File: src/rtl/srst_pkg.sv
package srst_pkg;
  localparam int unsigned REG_W = 8;
  localparam int unsigned FLD_W = 4;
  localparam int unsigned B_DTURBO = 0;
  localparam int unsigned B_HARD   = 1;
  localparam int unsigned B_REQ    = 2;
  localparam int unsigned B_SELFT  = 3;

  typedef enum logic [1:0] {
    SQ_IDLE = 2'd0,
    SQ_SOFT = 2'd1,
    SQ_HARD = 2'd2,
    SQ_HOLD = 2'd3
  } seq_state_t;
endpackage

File: src/rtl/srst_rsync.sv
module srst_rsync #(
  parameter int unsigned STAGES = 2
) (
  input  logic clk,
  input  logic rst_n,
  output logic rst_sync_n
);
  logic [STAGES-1:0] sync_q;

  always_ff @(posedge clk or negedge rst_n) begin
    if (!rst_n) sync_q <= '0;
    else        sync_q <= {sync_q[STAGES-2:0], 1'b1};
  end

  assign rst_sync_n = sync_q[STAGES-1];
endmodule

File: src/rtl/srst_regfile.sv
module srst_regfile
  import srst_pkg::*;
#(
  parameter int unsigned ADDR_W    = 16,
  parameter logic [ADDR_W-1:0] PORT_ADDR = 16'h0C80
) (
  input  logic              clk,
  input  logic              rst_n,
  input  logic [ADDR_W-1:0] io_addr,
  input  logic              io_wr,
  input  logic [REG_W-1:0]  io_wdata,
  input  logic              busy,
  output logic [REG_W-1:0]  io_rdata,
  output logic              start,
  output logic              start_hard,
  output logic              start_selft,
  output logic              deturbo
);
  logic [FLD_W-1:0] ctl_q, ctl_d;
  logic             hit, wr_hit, ctl_en;
  logic             req_rise;

  assign hit    = (io_addr == PORT_ADDR);
  assign wr_hit = io_wr && hit;
  assign ctl_en = wr_hit;

  always_comb begin
    ctl_d = ctl_q;
    if (ctl_en) ctl_d = io_wdata[FLD_W-1:0];
  end

  always_ff @(posedge clk or negedge rst_n) begin
    if (!rst_n)      ctl_q <= '0;
    else if (ctl_en) ctl_q <= ctl_d;
  end

  // Request edge: stored bit low, written bit high.
  assign req_rise    = wr_hit && !ctl_q[B_REQ] && io_wdata[B_REQ];
  assign start       = req_rise && !io_wdata[B_DTURBO] && !busy;
  assign start_hard  = io_wdata[B_HARD];
  assign start_selft = io_wdata[B_SELFT];

  assign deturbo  = ctl_q[B_DTURBO];
  assign io_rdata = hit ? {{(REG_W-FLD_W){1'b0}}, ctl_q} : '0;
endmodule

File: src/rtl/srst_seq.sv
module srst_seq
  import srst_pkg::*;
#(
  parameter int unsigned SOFT_LEN = 4,
  parameter int unsigned HARD_LEN = 8,
  parameter int unsigned BIST_LEN = 6
) (
  input  logic clk,
  input  logic rst_n,
  input  logic start,
  input  logic start_hard,
  input  logic start_selft,
  output logic cpu_reset_n,
  output logic cpu_init_n,
  output logic busy
);
  localparam int unsigned MAX_AB  = (SOFT_LEN > HARD_LEN) ? SOFT_LEN : HARD_LEN;
  localparam int unsigned MAX_LEN = (MAX_AB > BIST_LEN) ? MAX_AB : BIST_LEN;
  localparam int unsigned CNT_W   = (MAX_LEN > 1) ? $clog2(MAX_LEN) : 1;
  localparam logic [CNT_W-1:0] SOFT_LD = CNT_W'(SOFT_LEN - 1);
  localparam logic [CNT_W-1:0] HARD_LD = CNT_W'(HARD_LEN - 1);
  localparam logic [CNT_W-1:0] BIST_LD = CNT_W'(BIST_LEN - 1);

  seq_state_t       st_q, st_d;
  logic [CNT_W-1:0] cnt_q, cnt_d;
  logic             selft_q, selft_d;
  logic             rst_out_q, rst_out_d;
  logic             init_out_q, init_out_d;
  logic             last;

  assign last = (cnt_q == '0);

  always_comb begin
    st_d    = st_q;
    cnt_d   = cnt_q;
    selft_d = selft_q;
    unique case (st_q)
      SQ_IDLE: begin
        if (start) begin
          selft_d = start_selft;
          if (start_selft || start_hard) begin
            st_d  = SQ_HARD;
            cnt_d = HARD_LD;
          end else begin
            st_d  = SQ_SOFT;
            cnt_d = SOFT_LD;
          end
        end
      end
      SQ_SOFT: begin
        if (last) st_d = SQ_IDLE;
        else      cnt_d = cnt_q - 1'b1;
      end
      SQ_HARD: begin
        if (last) begin
          if (selft_q) begin
            st_d  = SQ_HOLD;
            cnt_d = BIST_LD;
          end else begin
            st_d = SQ_IDLE;
          end
        end else begin
          cnt_d = cnt_q - 1'b1;
        end
      end
      SQ_HOLD: begin
        if (last) st_d = SQ_IDLE;
        else      cnt_d = cnt_q - 1'b1;
      end
      default: st_d = SQ_IDLE;
    endcase
  end

  // Outputs are registered from the next state so the pins never glitch.
  always_comb begin
    rst_out_d  = (st_d != SQ_HARD);
    init_out_d = !((st_d == SQ_SOFT) || (st_d == SQ_HOLD) ||
                   ((st_d == SQ_HARD) && selft_d));
  end

  always_ff @(posedge clk or negedge rst_n) begin
    if (!rst_n) begin
      st_q       <= SQ_IDLE;
      cnt_q      <= '0;
      selft_q    <= 1'b0;
      rst_out_q  <= 1'b1;
      init_out_q <= 1'b1;
    end else begin
      st_q       <= st_d;
      cnt_q      <= cnt_d;
      selft_q    <= selft_d;
      rst_out_q  <= rst_out_d;
      init_out_q <= init_out_d;
    end
  end

  assign cpu_reset_n = rst_out_q;
  assign cpu_init_n  = init_out_q;
  assign busy        = (st_q != SQ_IDLE);

  // a running phase counts down by one and never restarts
  p_count_down_r8: assert property (@(posedge clk) disable iff (!rst_n)
    (st_q != SQ_IDLE && !last) |=> (st_q == $past(st_q) && cnt_q == $past(cnt_q) - 1'b1));

  // when RESET# is released, INIT# is still low only for self-test
  p_init_hold_r6: assert property (@(posedge clk) disable iff (!rst_n)
    $rose(cpu_reset_n) |-> (cpu_init_n == !selft_q));

  // both reset pins idle whenever no sequence runs
  p_idle_pins_r1: assert property (@(posedge clk) disable iff (!rst_n)
    !busy |-> (cpu_reset_n && cpu_init_n));
endmodule

File: src/rtl/srst_ctrl.sv
module srst_ctrl
  import srst_pkg::*;
#(
  parameter int unsigned ADDR_W    = 16,
  parameter logic [ADDR_W-1:0] PORT_ADDR = 16'h0C80,
  parameter int unsigned SOFT_LEN  = 4,
  parameter int unsigned HARD_LEN  = 8,
  parameter int unsigned BIST_LEN  = 6
) (
  input  logic              clk,
  input  logic              rst_n,
  input  logic [ADDR_W-1:0] io_addr,
  input  logic              io_wr,
  input  logic [7:0]        io_wdata,
  output logic [7:0]        io_rdata,
  output logic              cpu_reset_n,
  output logic              cpu_init_n,
  output logic              deturbo,
  output logic              busy
);
  logic rst_s_n;
  logic start_w, hard_w, selft_w;

  srst_rsync #(.STAGES(2)) u_rsync (
    .clk        (clk),
    .rst_n      (rst_n),
    .rst_sync_n (rst_s_n)
  );

  srst_regfile #(.ADDR_W(ADDR_W), .PORT_ADDR(PORT_ADDR)) u_regs (
    .clk         (clk),
    .rst_n       (rst_s_n),
    .io_addr     (io_addr),
    .io_wr       (io_wr),
    .io_wdata    (io_wdata),
    .busy        (busy),
    .io_rdata    (io_rdata),
    .start       (start_w),
    .start_hard  (hard_w),
    .start_selft (selft_w),
    .deturbo     (deturbo)
  );

  srst_seq #(.SOFT_LEN(SOFT_LEN), .HARD_LEN(HARD_LEN), .BIST_LEN(BIST_LEN)) u_seq (
    .clk         (clk),
    .rst_n       (rst_s_n),
    .start       (start_w),
    .start_hard  (hard_w),
    .start_selft (selft_w),
    .cpu_reset_n (cpu_reset_n),
    .cpu_init_n  (cpu_init_n),
    .busy        (busy)
  );

  // a sequence begins only one cycle after an accepted request edge
  p_start_edge_r3: assert property (@(posedge clk) disable iff (!rst_s_n)
    $rose(busy) |-> $past(start_w));

  // no sequence begins with deturbo enabled
  p_no_deturbo_r7: assert property (@(posedge clk) disable iff (!rst_s_n)
    $rose(busy) |-> !deturbo);
endmodule

File: config.mk
export PLATFORM = sky130hd
export DESIGN_NAME = srst_ctrl
export DESIGN_NICKNAME = d
export VERILOG_FILES = /design/src/rtl/srst_pkg.sv /design/src/rtl/srst_rsync.sv /design/src/rtl/srst_regfile.sv /design/src/rtl/srst_seq.sv /design/src/rtl/srst_ctrl.sv
export SDC_FILE = /design/constraint.sdc
export NUM_CORES = 1
export LEC_CHECK = 0
export ABC_AREA = 0
export BUFFER_PORTS_ARGS = -buffer_cell sky130_fd_sc_hd__buf_2
export CORE_ASPECT_RATIO = 1.5
export CORE_MARGIN = 4
export CORE_UTILIZATION = 45
export DETAILED_ROUTE_END_ITERATION = 8
export PLACE_DENSITY = 0.77
export SLEW_MARGIN = 20
export SYNTH_ARGS = -nofsm -noshare
export SYNTH_HDL_FRONTEND = slang
export SYNTH_SLANG_ARGS = --single-unit
File: constraint.sdc
create_clock -name clk -period 2.58 [get_ports clk]
set_clock_uncertainty 0.2 [all_clocks]
set_input_delay 0.774 -clock clk [delete_from_list [all_inputs] [get_ports clk]]
set_output_delay 0.774 -clock clk [all_outputs]
set_load 0.02 [all_outputs]
# After elaboration in Yosys (flattened, before gate mapping)
# Index checks and enable logic that the tools add are counted.
# word_totals
latchBits	0
out_inout_bits	12
ram_bits	0
word_cells	52
memories	0
mem_bits_ro	0
register_bits	14
in_bits	27
# classes
div_mod_pow	0
n_mux	15
n_bitwise	0
shifts	0
order_cmp	0
mul	0
n_reduce_logical	18
add_sub_neg	1
n_eq_ne	11
# op_table
cell	count
16-bit by 12-bit equality test with 1-bit output (second input constant)	1
3-bit 2-to-1 mux	5
2-bit 2-to-1 mux	5
3-bit case mux with 3 select lines	1
2-bit equality test (second input constant)	4
1-bit logical AND	6
2-bit != test (second input constant)	3
2-bit case mux with 3 select lines	1
2-bit by 1-bit equality test with 1-bit output (second input constant)	2
1-bit zero test	4
4-bit 2-to-1 mux	1
3-bit zero test	1
1-bit logical OR	3
3-bit by 2-bit != test with 1-bit output (second input constant)	1
3-bit AND reduction	1
3-bit by 1-bit subtractor with 3-bit output (second input constant)	1
2-bit zero test	1
1-bit 2-to-1 mux	2
2-bit nonzero test	1
2-bit OR reduction	1

# Logic depth before layout (Yosys ltp)
# logic_depth
word_depth	12
depth_mapped	6
depth_no_buf	6

# Modules after synthesis
# A second synthesis with hierarchy kept.
# unflattened
hier_cells	81
hier_area_um2	892.1
# modules_own_cells
mod	n_inst	seq_area_each_um2	cells_each	area_each_um2
srst_seq	1	202.7	51	518.0
srst_regfile	1	100.1	27	320.3
srst_rsync	1	50.0	3	53.8

# Worst setup path before layout
# OpenSTA, ideal clock, no wires.
# synth_timing
path_kind	input to output
startpoint	input io_addr[5]
endpoint	output io_rdata[0]
stages	3
n_path_buf	0
path_slack_ns	0.078
arrival_ns	1.528
path_cell_list	nor4b_1 and4_2 and2_1
# synth_between
elab_chain_len	2
# synth_lines
item	line_no	source
start, declared	srst_ctrl.sv:12	input logic [ADDR_W-1:0] io_addr,
16-bit by 12-bit equality test with 1-bit output	srst_regfile.sv:23	assign hit = (io_addr == PORT_ADDR);
4-bit 2-to-1 mux	srst_regfile.sv:44	assign io_rdata = hit ? {{(REG_W-FLD_W){1'b0}}, ctl_q} : '0;
end, declared	srst_ctrl.sv:15	output logic [7:0] io_rdata,
# Every way passes these cells.

# Final worst setup path
# layout_timing
startpoint	input io_addr[14]
endpoint	output io_rdata[1]
# Same word-level chain as after synthesis.

==> flow_metrics.tcl <==
set metrics [dict create \
    run_status "complete, but fails checks" \
    violations "negative setup slack" \
    wire_per_inst_um 16.3 \
    io_buffers 30 \
    leakagePower_nw 0.628 \
    worstPathRequired_ns 1.61 \
    grt_max_degree 13 \
    synth_compound_area_share_pct 12.9 \
    p_per_area_mw_per_mm2 368 \
    holdWs_ns 0.00371 \
    final_max_slew_viol_count 0 \
    hold_buffers 0 \
    muxShareOfSynthArea_pct 8.99 \
    syn_area_um2 891 \
    cap_viol_max_count 0 \
    core-area_mm2 0.00185 \
    vias 832 \
    yosysSeqAreaShare_pct 39.6 \
    drt_pass1_iterations 4 \
    yosysMostFrequentCell "dfrtp_1" \
    detailed_place_hpwl_um 1670 \
    ir_drop_v 0.000370 \
    hp-class "reg2async" \
    finalHoldViolCount 0 \
    synth-xor-area-share_pct 0 \
    setup_viol 4 \
    num_rows 19 \
    synth_edf_count 0 \
    crit_path_end_kind "output port" \
    die_h_um 62.5 \
    timing.fmax_ghz 0.379 \
    cts_root_buf "clkbuf_4" \
    async_flop_share_pct 100 \
    synth_common_cells "12 x dfrtp_1, 6 x a21oi_1, 6 x inv_1, 5 x and2_1, 5 x nor2_1" \
    cp_cell_sequence "buf_6 > nor4_4 > and4_4 > and2_4 > buf_6" \
    first_global_vias 891 \
    synth_top_cell_by_area "dfrtp_1" \
    multiInputGateArea_um2 544 \
    worstSetupPathType "in2out" \
    wirelength_um 2420 \
    cts_tree "yes" \
    viasPerCell 5.62 \
    fillerInstances 145 \
    yosysWarnings 0 \
    yosys.area_share.simple_pct 27.9 \
    yosys.area_share.adder_pct 2.81 \
    synth_top_area_share_pct 33.7 \
    synth_area_per_cell_um2 10.0 \
    dieArea_mm2 0.00277 \
    pre_cts_slack_ns -0.193 \
    final_util_pct 67.5 \
    htreeDepth 1 \
    io_pins 39 \
    placed_cell_area_mm2 0.00109 \
    clk_latency_ns 0.28 \
    p_total_mw 0.461 \
    grt_overflow 0 \
    synth.area.top_cells "dfrtp_1 34%, mux2_4 6.7%, dfstp_2 5.9%" \
    route.detailed.drc 0 \
    slowest_delay_ns 0.29 \
    cp_max_fo 5 \
    cts.sinks 14 \
    regArea_um2 353 \
    synth.distinct_cells 37 \
    synthFlopType "dfrtp_1" \
    first_iter_violations 14 \
    num_antenna_cells 0 \
    clockBufferDepth 2 \
    post-route-period-util_pct 102 \
    numCtsBuffers 3 \
    crit_top_cell "buf_6" \
    syn_inst 89 \
    clk_transition_reported_paths_ns 0.09 \
    antenna_found_initial 0 \
    nets 157 \
    drtAntennaViolNets 0 \
    initial_utilization_pct 48.0 \
    crit_slowest_cell "and4_4" \
    globalplace.congestion 0.867 \
    rsz0062_at_grt "true" \
    fin_area_mm2 0.00125 \
    synth_top_family_by_area "simple AND/OR/NAND/NOR gates" \
    arrival_ns 1.67 \
    synthToLayoutAreaGrowth_pct 40.4 \
    period_needed_ns 2.64 \
    grt_pass1_wl_um 3620 \
    grtUsageTotal_pct 16.9 \
    die_w_um 44.3 \
    drive_gt1_share_pct 48.8 \
    ys_ff_latch 14 \
    final.setup.worst_slack_ns -0.0609 \
    critPathLaunchType "input port" \
]
## layout make-up
type                       count  share of cell area (%)
inverter                       6                    1.80
multi-input combinational     66                    43.5
clock buffer                   4                    2.90
timing repair buffer          37                    21.5
tap                           21                    2.10
sequential                    14                    28.2
## path summary, 6_finish.rpt
kind / slack (ns) / start / cells after the start / endpoint
worst max-delay path: -0.06 / io_addr[14] / 5 / io_rdata[1]
min in group clk: 0.16 / u_rsync.sync_q[0] / 0 / u_rsync.sync_q[1]
max in group asynchronous: 1.82 / u_rsync.sync_q[1] / 0 / u_seq.cpu_init_n
worst min-delay path: 0.004 / u_rsync.sync_q[1] / 0 / u_seq.cnt_q[2]
worst max register to register: 0.83 / u_seq.cnt_q[0] / 6 / u_seq.cnt_q[0]
worst min register to register: 0.004 / u_rsync.sync_q[1] / 0 / u_seq.cnt_q[2]
## where the power goes
part | switching (mW) | leakage [nW] | internal (mW)
combinational | 0.0353 | 0.428 | 0.0355
sequential | 0.00495 | 0.179 | 0.222
clock | 0.0768 | 0.0210 | 0.0858
## stage by stage
step | setup TNS [ns] | instances
after global routing | -0.444 | 148
final | -0.231 | 148
after CTS | -0.268 | 148
after global placement | -0.698 | 144
after floorplan | 0 | 92
after detailed placement | -0.721 | 144
## timing repair
| action | CTS | global route |
|---|---|---|
| setup buffers | 0 | 0 |
| cloned | 0 | 0 |
| pin swaps | 7 | 4 |
| setup endpoints to repair | 4 | 4 |
| resized for setup | 19 | 7 |
## cells in the final DEF, fill, tap and decap left out, types with 2 or more instances in the layout
cell type,netlist,routed
buf_2,1,20
inv_1,6,6
nor2_1,5,5
and2_4,0,4
conb_1,2,5
mux2i_1,2,2
nor4_4,0,2
a21oi_1,6,6
a31oi_1,2,2
and4_4,1,2
ha_1,2,2
nand3_1,3,3
nand2b_1,2,2
mux2_4,4,4
o21ai_0,3,3
clkbuf_4,0,3
nor4_1,4,2
buf_6,0,9
nand2_1,3,3
dfrtp_1,12,12
buf_4,4,7
dfstp_2,2,2
## critical path, delay by kind of cell
family / cells / cell delay [ns]
simple gates: 3 / 0.69
buf+inv: 2 / 0.21
## state kept, by name, summed over array words and instances, names as in the netlist
register	flops
u_seq.cpu_reset_n	1
u_seq.st_q	2
u_seq.cnt_q	3
u_seq.cpu_init_n	1
u_regs.ctl_q	4
u_rsync.sync_q	2
u_seq.selft_q	1
## layer usage
layer  share of wire [%]  track usage [%]
met5                   0                0
met4                 2.9             5.66
met1                  35             16.5
met3                 6.3             2.59
met2                  55             33.2
## cells by family (layout without fill, tap and decap cells)
logic type,after synthesis,in the layout
buffers and inverters,12,47
DFF,14,14
and+or+nand+nor,35,35
muxes,6,6
adders and majority gates,2,2
other,2,5
AOI/OAI and AO/OA,18,18
Note: power is estimated with default switching activity, not from simulation.
